## src/rtl/bod_pkg.sv

```systemverilog
package bod_pkg;

    // Device chosen for one bus cycle.
    typedef enum logic [2:0] {
        DEV_NONE,
        DEV_RAM,
        DEV_ROM,
        DEV_IO,
        DEV_X0,
        DEV_X1
    } dev_e;

    // Internal active-high select bundle.
    typedef struct packed {
        logic ram;
        logic rom;
        logic io;
        logic x0;
        logic x1;
        logic we;
    } sel_t;

    // Slices are counted from the top of the map:
    //   nsl-1 : ROM window
    //   nsl-2 : I/O
    //   nsl-3 : expansion 1
    //   nsl-4 : expansion 0
    //   below : RAM in every mode
    function automatic dev_e pick_dev(
        input int unsigned idx,
        input int unsigned nsl,
        input logic        boot,
        input logic        rd,
        input logic        wp
    );
        dev_e d;
        if (idx == nsl - 1) begin
            if (boot)
                d = rd ? DEV_ROM : DEV_RAM;
            else if (!rd && wp)
                d = DEV_NONE;
            else
                d = DEV_RAM;
        end else if (idx == nsl - 2) begin
            d = DEV_IO;
        end else if (boot && idx == nsl - 3) begin
            d = DEV_X1;
        end else if (boot && idx == nsl - 4) begin
            d = DEV_X0;
        end else begin
            d = DEV_RAM;
        end
        return d;
    endfunction

    function automatic sel_t dev_to_sel(input dev_e d, input logic rd);
        sel_t s;
        s     = '0;
        s.ram = (d == DEV_RAM);
        s.rom = (d == DEV_ROM);
        s.io  = (d == DEV_IO);
        s.x0  = (d == DEV_X0);
        s.x1  = (d == DEV_X1);
        s.we  = (d == DEV_RAM) && !rd;
        return s;
    endfunction

endpackage

```

## src/rtl/bod_boot_ctl.sv

```systemverilog
module bod_boot_ctl #(
    parameter int              ADDR_W    = 16,
    parameter logic [ADDR_W-1:0] CTRL_ADDR = 16'hDF00
) (
    input  logic              clk,
    input  logic              por,
    input  logic              cpu_rst,
    input  logic              vld,
    input  logic              rd,
    input  logic [ADDR_W-1:0] addr,
    input  logic              strap,
    output logic              boot_q,
    output logic              boot
);
    // The control location is a pair of addresses; bit 0 carries the value.
    logic hit;

    assign hit = vld && !rd && !cpu_rst &&
                 (addr[ADDR_W-1:1] == CTRL_ADDR[ADDR_W-1:1]);

    always_ff @(posedge clk) begin
        if (por)
            boot_q <= 1'b1;
        else if (hit)
            boot_q <= addr[0];
    end

    assign boot = boot_q | strap;
endmodule

```

## src/rtl/bod_slice_table.sv

```systemverilog
module bod_slice_table
    import bod_pkg::*;
#(
    parameter int NUM_SLICES = 8
) (
    input  logic boot,
    input  logic rd,
    input  logic wp,
    output dev_e tbl [NUM_SLICES]
);
    // One device entry per slice for the present mode and direction.
    for (genvar i = 0; i < NUM_SLICES; i++) begin : g_slice
        assign tbl[i] = pick_dev(i, NUM_SLICES, boot, rd, wp);
    end
endmodule

```

## src/rtl/bod_sel_mux.sv

```systemverilog
module bod_sel_mux
    import bod_pkg::*;
#(
    parameter int SLICE_W    = 3,
    parameter int NUM_SLICES = 1 << SLICE_W
) (
    input  logic               vld,
    input  logic               rd,
    input  logic [SLICE_W-1:0] slice,
    input  dev_e               tbl [NUM_SLICES],
    output sel_t               sel
);
    dev_e dev;

    always_comb begin
        dev = vld ? tbl[slice] : DEV_NONE;
        sel = dev_to_sel(dev, rd);
    end
endmodule

```

## src/rtl/boot_overlay_dec.sv

```systemverilog
module boot_overlay_dec
    import bod_pkg::*;
#(
    parameter int                ADDR_W    = 16,
    parameter int                SLICE_W   = 3,
    parameter logic [ADDR_W-1:0] CTRL_ADDR = 16'hDF00
) (
    input  logic              clk,
    input  logic              por,
    input  logic              cpu_rst,
    input  logic [ADDR_W-1:0] addr,
    input  logic              rnw,
    input  logic              vld,
    input  logic              boot_strap,
    input  logic              wp_en,
    output logic              ram_cs_n,
    output logic              rom_cs_n,
    output logic              io_cs_n,
    output logic              x0_cs_n,
    output logic              x1_cs_n,
    output logic              ram_we_n
);
    localparam int NUM_SLICES = 1 << SLICE_W;

    logic               boot_q;
    logic               boot;
    logic [SLICE_W-1:0] slice;
    dev_e               tbl [NUM_SLICES];
    sel_t               sel;

    assign slice = addr[ADDR_W-1 -: SLICE_W];

    bod_boot_ctl #(
        .ADDR_W   (ADDR_W),
        .CTRL_ADDR(CTRL_ADDR)
    ) u_ctl (
        .clk    (clk),
        .por    (por),
        .cpu_rst(cpu_rst),
        .vld    (vld),
        .rd     (rnw),
        .addr   (addr),
        .strap  (boot_strap),
        .boot_q (boot_q),
        .boot   (boot)
    );

    bod_slice_table #(
        .NUM_SLICES(NUM_SLICES)
    ) u_tbl (
        .boot(boot),
        .rd  (rnw),
        .wp  (wp_en),
        .tbl (tbl)
    );

    bod_sel_mux #(
        .SLICE_W   (SLICE_W),
        .NUM_SLICES(NUM_SLICES)
    ) u_mux (
        .vld  (vld),
        .rd   (rnw),
        .slice(slice),
        .tbl  (tbl),
        .sel  (sel)
    );

    assign ram_cs_n = ~sel.ram;
    assign rom_cs_n = ~sel.rom;
    assign io_cs_n  = ~sel.io;
    assign x0_cs_n  = ~sel.x0;
    assign x1_cs_n  = ~sel.x1;
    assign ram_we_n = ~sel.we;
endmodule

```

## config.mk

```make
export PLATFORM = sky130hd
export DESIGN_NAME = boot_overlay_dec
export DESIGN_NICKNAME = d
export VERILOG_FILES = /design/src/rtl/bod_pkg.sv /design/src/rtl/bod_boot_ctl.sv /design/src/rtl/bod_slice_table.sv /design/src/rtl/bod_sel_mux.sv /design/src/rtl/boot_overlay_dec.sv
export SDC_FILE = /design/constraint.sdc
export NUM_CORES = 1
export LEC_CHECK = 0
export BUFFER_PORTS_ARGS = -buffer_cell sky130_fd_sc_hd__buf_2
export CAP_MARGIN = 20
export CORE_AREA = 2 2 39 41
export CTS_BUF_LIST = sky130_fd_sc_hd__clkbuf_2
export DETAILED_ROUTE_END_ITERATION = 10
export DIE_AREA = 0 0 41 43
export PLACE_DENSITY = 0.44
export RECOVER_POWER = 50
export SLEW_MARGIN = 20
export SYNTH_ARGS = -nofsm -noshare
export SYNTH_HDL_FRONTEND = slang
export SYNTH_SLANG_ARGS = --single-unit
```

## constraint.sdc

```tcl
create_clock -name clk -period 3.3 [get_ports clk]
set_input_delay 0.66 -clock clk [delete_from_list [all_inputs] [get_ports clk]]
set_output_delay 0.66 -clock clk [all_outputs]
set_load 0.01 [all_outputs]
```

==> Word level (Yosys, flattened, before mapping) <==
Cells that the tools add are included.
Widths: inputs -> output; s select.
{ "classes": {"bitwise_logic": 8, "n_lt_le_gt_ge": 1, "n_reduce_logical": 7, "mux": 9, "n_eq_ne": 6} }
{ "ops": {"columns": ["cell", "count"], "rows": [
  ["$mux 3", 6],
  ["$eq 15x15->1 const B", 1],
  ["$bmux 3 s3", 1],
  ["$eq 3x2->1 const B", 2],
  ["$eq 3x3->1 const B", 2],
  ["$not 1->1", 6],
  ["$logic_and 1x1->1", 5],
  ["$ge 4x4->1 const B", 1],
  ["$not 3->4", 1],
  ["$eq 3x1->1 const B", 1],
  ["$logic_not 1->1", 2],
  ["$mux 2", 1],
  ["$mux 1", 1],
  ["$or 1x1->1", 1]
]} }
{ "word_totals": {"register_bits": 1, "in_bits": 23, "out_inout_bits": 6, "word_cells": 32} }

==> Longest topological paths before layout <==
Gate-level depths: netlist of run 1.
{ "depth": {"word_depth": 11, "depth_mapped": 4, "depth_no_buf": 4} }

==> By module <==
A second synthesis of run 1 with hierarchy kept.
{ "hier_totals": {"hier_cells": 70, "hier_area_um2": 610.6} }
{ "modules_own_cells": {"columns": ["mod", "area_per_inst_um2", "cells_per_inst", "instances", "seq_area_each_um2"], "rows": [
  ["bod_sel_mux", 290.3, 26, 1, 0.0],
  ["bod_slice_table", 190.2, 27, 1, 0.0],
  ["bod_boot_ctl", 107.6, 11, 1, 20.0],
  ["boot_overlay_dec", 22.5, 6, 1, 0.0]
]} }

==> Worst setup path after synthesis of run 1 <==
Ideal clock, no wire load.
{ "synth_timing": {"kind": "input to output", "start": "input port rnw", "end": "output port ram_we_n", "setup_slack_ps": 1123, "t_required_ps": 2640, "arrival_time_ps": 1517, "stages": 4, "cell_sequence": "or4b_1 -> a21boi_1 -> o21ai_1 -> nand3_1"} }
{ "synth_via": {"elab_chain_len": 11} }
{ "synth_rtl": {"columns": ["element", "line", "source"], "rows": [
  ["start: declaration", "boot_overlay_dec.sv:12", "input logic rnw,"],
  ["$logic_not 1->1", "bod_pkg.sv:40, bod_pkg.sv:64", null],
  ["$logic_and 1x1->1", "bod_pkg.sv:40", "else if (!rd && wp)"],
  ["$mux 1", "bod_pkg.sv:40", null],
  ["$mux 3", "bod_pkg.sv:38", "if (boot)"],
  ["$bmux 3 s3", "bod_sel_mux.sv:16", "dev = vld ? tbl[slice] : DEV_NONE;"],
  ["$mux 3 (not written as such) (2 in series)", "bod_sel_mux.sv:16", null],
  ["$mux 3", "bod_sel_mux.sv:16", null],
  ["$eq 3x1->1", "bod_pkg.sv:64", "s.we = (d == DEV_RAM) && !rd;"],
  ["$logic_and 1x1->1 (*)", "bod_pkg.sv:64", null],
  ["$not 1->1 (*)", "boot_overlay_dec.sv:73", "assign ram_we_n = ~sel.we;"],
  ["end: declaration", "boot_overlay_dec.sv:21", "output logic ram_we_n"]
]} }
Mark *: on every way between the ends. The rest lies on a longest branch, timed or not. The select of a mux whose other input is x is not followed.

==> Worst setup path after layout of run 1 <==
Same ends and word-level chain as after synthesis.

==> impl_metrics.py, run 1 <==
metrics = {
    "global_route": {
        "grt_antenna_before_repair": 0,
        "via_count_of_the_first_global_routing_pass": 255,
        "use_met3": 0.01571,
        "global_route_wire_length_before_repair_um": 876,
        "grtUsageTotal": 0.06500,
        "met2_usage": 0.1188,
        "global_route.usage.met1": 0.07619,
        "grt_most_used_layer": "met2",
        "grt_start_max_net_pins": 6,
        "globalRoute.totalOverflow": 0,
    },
    "final_layout": {
        "drive_gt1_frac": 0.4909,
        "biggestRegsByFlops": "u_ctl.boot_q x1",
        "layoutNonFillerInstCount": 71,
        "synthToLayoutAreaGrowth_pct": 88.32,
        "antenna_cells": 0,
        "largest_register": "u_ctl.boot_q",
        "largest_register_ffs": 1,
        "filler_cell_count": 165,
        "design.final.nets": 80,
    },
    "drt": {
        "post-route-drc-count": 0,
        "route.detailed.wl_per_inst_um": 8.366,
        "routed_wirelength_um": 594,
        "avgViaCountPerCell": 4.169,
        "drt_first_iter_violations": 4,
        "first_pass_drt_iterations": 4,
        "ant_nets": 0,
        "route.vias.total": 296,
    },
    "synth": {
        "postSynth.asyncResetShare": 0,
        "seq_area_frac_synth": 0.1168,
        "mapped_avg_cell_area_sq_um": 6.349,
        "synth_seq_cells": 1,
        "ys_dominant_reg_cell": "sky130_fd_sc_hd__dfxtp_1",
        "ys.warnings.count": 0,
        "synth_edf_count": 0,
        "syn-cell-area_sq_um": 171.4,
        "synth.top_cell.area_share": 0.1533,
        "netlist_top_cells_count": "sky130_fd_sc_hd__nor2_1, sky130_fd_sc_hd__nand2_1, sky130_fd_sc_hd__nand4_1",
        "most_area_consuming_cells_after_synthesis": "sky130_fd_sc_hd__nor2_1, sky130_fd_sc_hd__dfxtp_1, sky130_fd_sc_hd__or4b_1",
        "post_synth_inst_count": 27,
        "syn_nets": 50,
        "yosys.cell_types.count": 15,
        "synthMostInstantiatedCell": "sky130_fd_sc_hd__nor2_1",
        "synth_largest_area_cell": "sky130_fd_sc_hd__nor2_1",
    },
    "power_and_ir_drop": {
        "post-layout-total-power_uw": 38.60,
        "netSwitchingFraction": 0.3107,
        "power_switching_uw": 11.99,
        "power.clock.fraction": 0,
        "pwr-share-seq": 0.320,
        "pwr-share-comb": 0.680,
        "internal_power_uw": 26.61,
        "total_leakage_power_uw": 0.0001476,
        "p_per_area_nw_per_um2": 119.6,
        "ir_worst_vdd_v": 0.00005172,
    },
    "cts": {
        "post_cts.repair.setup_buffers": 0,
        "latest_clock_arrival_within_the_worst_skew_pair_ps": 0,
        "cts.reportedPaths.clkPinSlew_ps": 0,
        "cts-hold-fix-buffers": 0,
        "post_cts_resize_count": 0,
    },
    "worst_setup_path": {
        "critical_path_class": "primary input to primary output",
        "wp_data_arrival_ps": 1750,
        "r2r_cells": 2,
        "timing.critical_path.to_type": "primary output",
        "crit_chain": "buf_2 -> or4b_1 -> a21boi_1 -> o21ai_1 -> nand3_1 -> buf_2",
        "worst_setup_path_start_kind": "primary input",
        "worst_path_largest_cell_delay_ps": 500,
        "worst-path-max-fanout": 4,
        "crit_path_frequent_cell": "sky130_fd_sc_hd__buf_2",
        "worst_ep_required_time_ps": 2640,
        "critPathSlowestCell": "sky130_fd_sc_hd__or4b_1",
    },
    "min_path": {
        "hold-path-cell-count": 2,
        "hold_class": "register to register",
    },
    "outcome": {
        "run_status": "complete, no violations",
    },
    "floorplan": {
        "die-height_um": 43,
        "dieWidth_um": 41,
        "top_level_ports": 29,
        "core_sq_um": 1384,
        "initial_core_util": 0.1239,
        "fp.dieArea_sq_um": 1763,
        "num_rows": 14,
    },
    "sta": {
        "skew_ps": 0,
        "final_hold_slack_ps": 527.1,
        "timing.final.max_slew_violations": 0,
        "timing.setup.tns_ps": 0,
        "setup_viol_count_final": 0,
        "timing_worst_slew_pin_value_ps": 305.8,
        "final_hold_viol_count": 0,
        "final.period_utilization": 0.7317,
        "timing.slew.headroom": 0.7943,
        "timing.fmax_ghz": 0.4142,
        "period_minus_slack_ps": 2415,
        "rsz0062_at_grt": "false",
    },
    "placement": {
        "port_buffers": 28,
        "place.detailed.instances": 71,
        "dpl.hpwl_um": 561.2,
        "finalWeightedCongestion": 0.6895,
    },
    "flow_run": {
        "maxCapViolCount": 0,
    },
}
-- cell families after synthesis --
kind of cell,after synthesis,synth area share
AND/OR/NAND/NOR,20,0.6716
flip-flops,1,0.1168
multiplexers,1,0.05840
AO/OA/AOI/OAI,4,0.1314
buffers and inverters,1,0.02188
-- worst max-delay path: cells and delay by family --
family / cells / cell delay [ps]
AO/OA/AOI/OAI: 2 / 280
buffers and inverters: 2 / 250
AND/OR/NAND/NOR: 2 / 570
-- cell type report --
class                   instances  area, sq um  area share
multi-input cells              25        141.4      0.4380
repair buffers                 28        137.6      0.4264
flip-flops and latches          1        20.02     0.06202
well taps                      16        20.02     0.06202
inverters                       1        3.754     0.01163
-- placed cells by master (no fill, tap or decap), drive strengths merged --
master	count
nand3	1
a21boi	1
nor4	2
buf	26
mux2i	1
nand4	3
inv	1
nand4b	1
dfxtp	1
nand2	4
a21oi	1
nor2	7
o21ai	2
clkbuf	2
or4b	2
-- worst paths after layout --
kind | from | to | slack, ps
hold / removal | u_ctl.boot_q | u_ctl.boot_q | 530
setup reg to reg | u_ctl.boot_q | u_ctl.boot_q | 2700
hold reg to reg | u_ctl.boot_q | u_ctl.boot_q | 530
setup / recovery | rnw | ram_we_n | 890
-- power by group through the flow --
| stage | Combinational, uW | Clock [uW] | Sequential, uW |
|---|---|---|---|
| final | 26.3 | 0 | 12.3 |
| after CTS | 27.0 | 0 | 12.3 |
| after global routing | 29.1 | 0 | 12.3 |
| after floorplan | 8.46 | 0 | 12.3 |
| after global placement | 27.2 | 0 | 12.3 |
| after detailed placement | 27.0 | 0 | 12.3 |
-- through the flow --
stage | instance area [sq um] | util | worst slack [ps]
CTS | 331.6 | 0.2396 | 888.3
global route | 322.8 | 0.2333 | 822.7
finish | 322.8 | 0.2333 | 885.4
global placement | 331.6 | 0.2396 | 894.8
detailed placement | 331.6 | 0.2396 | 894.6
floorplan | 171.4 | - | 1123
-- per-layer routing --
| metal | vias to the layer above | part of all wire |
|---|---|---|
| li1 | 160 | - |
| met1 | 123 | 0.37 |
| met2 | 13 | 0.48 |
| met3 | 0 | 0.14 |
| met4 | 0 | 0 |
| met5 | - | 0 |
(Power assumes the default switching activity.)
==> run 2, diff against run 1 <==
--- a/config.mk
+++ b/config.mk
@@ -11,7 +11,7 @@
 export CTS_BUF_LIST = sky130_fd_sc_hd__clkbuf_2
 export DETAILED_ROUTE_END_ITERATION = 10
 export DIE_AREA = 0 0 41 43
-export PLACE_DENSITY = 0.44
+export PLACE_DENSITY = 0.45
 export RECOVER_POWER = 50
 export SLEW_MARGIN = 20
 export SYNTH_ARGS = -nofsm -noshare
==> constraint.sdc (replaced) <==
create_clock -name clk -period 2 [get_ports clk]
set_input_delay 0.4 -clock clk [delete_from_list [all_inputs] [get_ports clk]]
set_output_delay 0.4 -clock clk [all_outputs]
set_load 0.01 [all_outputs]
==> run 2 against run 1 <==
Register-to-register slack lost 1300 ps. Critical path depth is the same. First-iteration DRC count grew 50%. Largest power group unchanged. Global-route usage grew 0.40 points. Die area is the same. Wire length grew 1.5%. Final cell count is the same.
==> impl_metrics.py, run 2 (same netlist as run 1, synthesis figures left out) <==
metrics = {
    "outcome": {
        "run_status": "complete, no violations",
    },
    "min_path": {
        "hold_class": "register to register",
        "worst_hold_startpoint": "u_ctl.boot_q",
    },
    "worst_setup_path": {
        "worst_ep_required_time_ps": 1600,
        "critical_path_class": "primary input to primary output",
        "worst_setup_path_start_kind": "primary input",
        "timing.critical_path.from": "rnw",
        "reg2reg_from": "u_ctl.boot_q",
        "timing.critical_path.to_type": "primary output",
        "wp_data_arrival_ps": 1510,
        "worst-path-max-fanout": 4,
    },
    "sta": {
        "final_hold_viol_count": 0,
        "period_minus_slack_ps": 1906,
        "timing.slew.headroom": 0.8018,
        "timing.final.max_slew_violations": 0,
        "timing.fmax_ghz": 0.5246,
        "timing_worst_slew_pin_value_ps": 294.6,
        "timing.setup.tns_ps": 0,
        "final.period_utilization": 0.9530,
        "skew_ps": 0,
        "setup_viol_count_final": 0,
        "rsz0062_at_grt": "false",
    },
    "cts": {
        "post_cts_resize_count": 0,
        "cts-hold-fix-buffers": 0,
        "post_cts.repair.setup_buffers": 0,
        "cts.reportedPaths.clkPinSlew_ps": 0,
        "latest_clock_arrival_within_the_worst_skew_pair_ps": 0,
    },
    "global_route": {
        "globalRoute.totalOverflow": 0,
        "grtUsageTotal": 0.06900,
        "global_route_wire_length_before_repair_um": 938,
        "grt_start_max_net_pins": 6,
        "grt_antenna_before_repair": 0,
        "via_count_of_the_first_global_routing_pass": 265,
    },
    "drt": {
        "route.detailed.wl_per_inst_um": 8.493,
        "route.vias.total": 290,
        "post-route-drc-count": 0,
        "avgViaCountPerCell": 4.085,
        "drt_first_iter_violations": 6,
        "ant_nets": 0,
        "first_pass_drt_iterations": 2,
        "routed_wirelength_um": 603,
    },
    "placement": {
        "finalWeightedCongestion": 0.6055,
        "dpl.hpwl_um": 558.1,
        "port_buffers": 28,
        "postPlaceCellArea_sq_um": 331.6,
    },
    "final_layout": {
        "biggestRegsByFlops": "u_ctl.boot_q x1",
        "synthToLayoutAreaGrowth_pct": 91.24,
        "antenna_cells": 0,
        "design.final.nets": 80,
        "utilization": 0.2369,
        "final_cell_mix": "sky130_fd_sc_hd__buf_2, sky130_fd_sc_hd__nor2_1, sky130_fd_sc_hd__nand2_1, sky130_fd_sc_hd__nand4_1, sky130_fd_sc_hd__clkbuf_1",
        "largest_register": "u_ctl.boot_q",
        "filler_cell_count": 171,
        "drive_gt1_frac": 0.4909,
        "finalInstanceArea_sq_um": 327.8,
        "final_common_cell": "sky130_fd_sc_hd__buf_2",
        "largest_register_ffs": 1,
    },
    "floorplan": {
        "die-height_um": 43,
        "top_level_ports": 29,
        "num_rows": 14,
        "core_sq_um": 1384,
        "fp.dieArea_sq_um": 1763,
        "initial_core_util": 0.1239,
        "dieWidth_um": 41,
    },
    "flow_run": {
        "maxCapViolCount": 0,
    },
    "power_and_ir_drop": {
        "ir_worst_vdd_v": 0.00008316,
        "total_leakage_power_uw": 0.0001464,
        "p_per_area_nw_per_um2": 196.0,
    },
}
-- run 2: cell types whose count changed in the layout (fill, tap and decap cells not counted) --
cell,change
sky130_fd_sc_hd__nor4_2,+1
sky130_fd_sc_hd__nor4_1,-1
sky130_fd_sc_hd__clkbuf_1,+1
sky130_fd_sc_hd__buf_2,-1
-- run 2: final timing paths --
kind,endpoint,slack [ps],cells after the start
worst max-delay path,ram_we_n,90,6
worst min-delay path,u_ctl.boot_q,520,2
worst max register to register,u_ctl.boot_q,1410,2
worst min register to register,u_ctl.boot_q,520,2
-- run 2: report_power, final --
group	total [uW]	internal, uW	switching (uW)
clock	0	0	0
combinational	43.9	23.4	20.4
sequential	20.4	20.4	0.0000595
total	64.3	43.8	20.4
-- run 2: routing by layer --
layer | share of wire | vias up | wire length, um | global-route usage
li1 | - | 158 | - | -
met1 | 0.45 | 118 | 271 | 0.08571
met2 | 0.43 | 14 | 261 | 0.1281
met3 | 0.12 | 0 | 70 | 0.005236
met4 | 0 | 0 | 0 | 0
met5 | 0 | - | 0 | 0
-- run 2: critical path: stages --
cell and delay [ps]:
sky130_fd_sc_hd__buf_2 120, sky130_fd_sc_hd__or4b_1 500, sky130_fd_sc_hd__a21boi_1 200, sky130_fd_sc_hd__o21ai_1 80, sky130_fd_sc_hd__nand3_1 80, sky130_fd_sc_hd__buf_2 120
-- run 2: per-stage QoR --
step / total power, uW / setup WS [ps] / hold slack, ps / instances
floorplan: 34.32 / 343.5 / 492.5 / 27
global placement: 64.99 / 121.0 / 520.9 / 71
detailed placement: 65.06 / 102.9 / 529.4 / 71
CTS: 65.09 / 96.47 / 529.4 / 71
global route: 70.47 / 29.52 / 567.9 / 71
finish: 64.25 / 93.95 / 523.2 / 71
-- run 2: cell type report --
class / count / area (sq um) / area share
sequential: 1 / 20.02 / 0.06107
multi-input combinational: 25 / 147.6 / 0.4504
tap: 16 / 20.02 / 0.06107
inverter: 1 / 3.754 / 0.01145
timing repair buffer: 28 / 136.4 / 0.4160
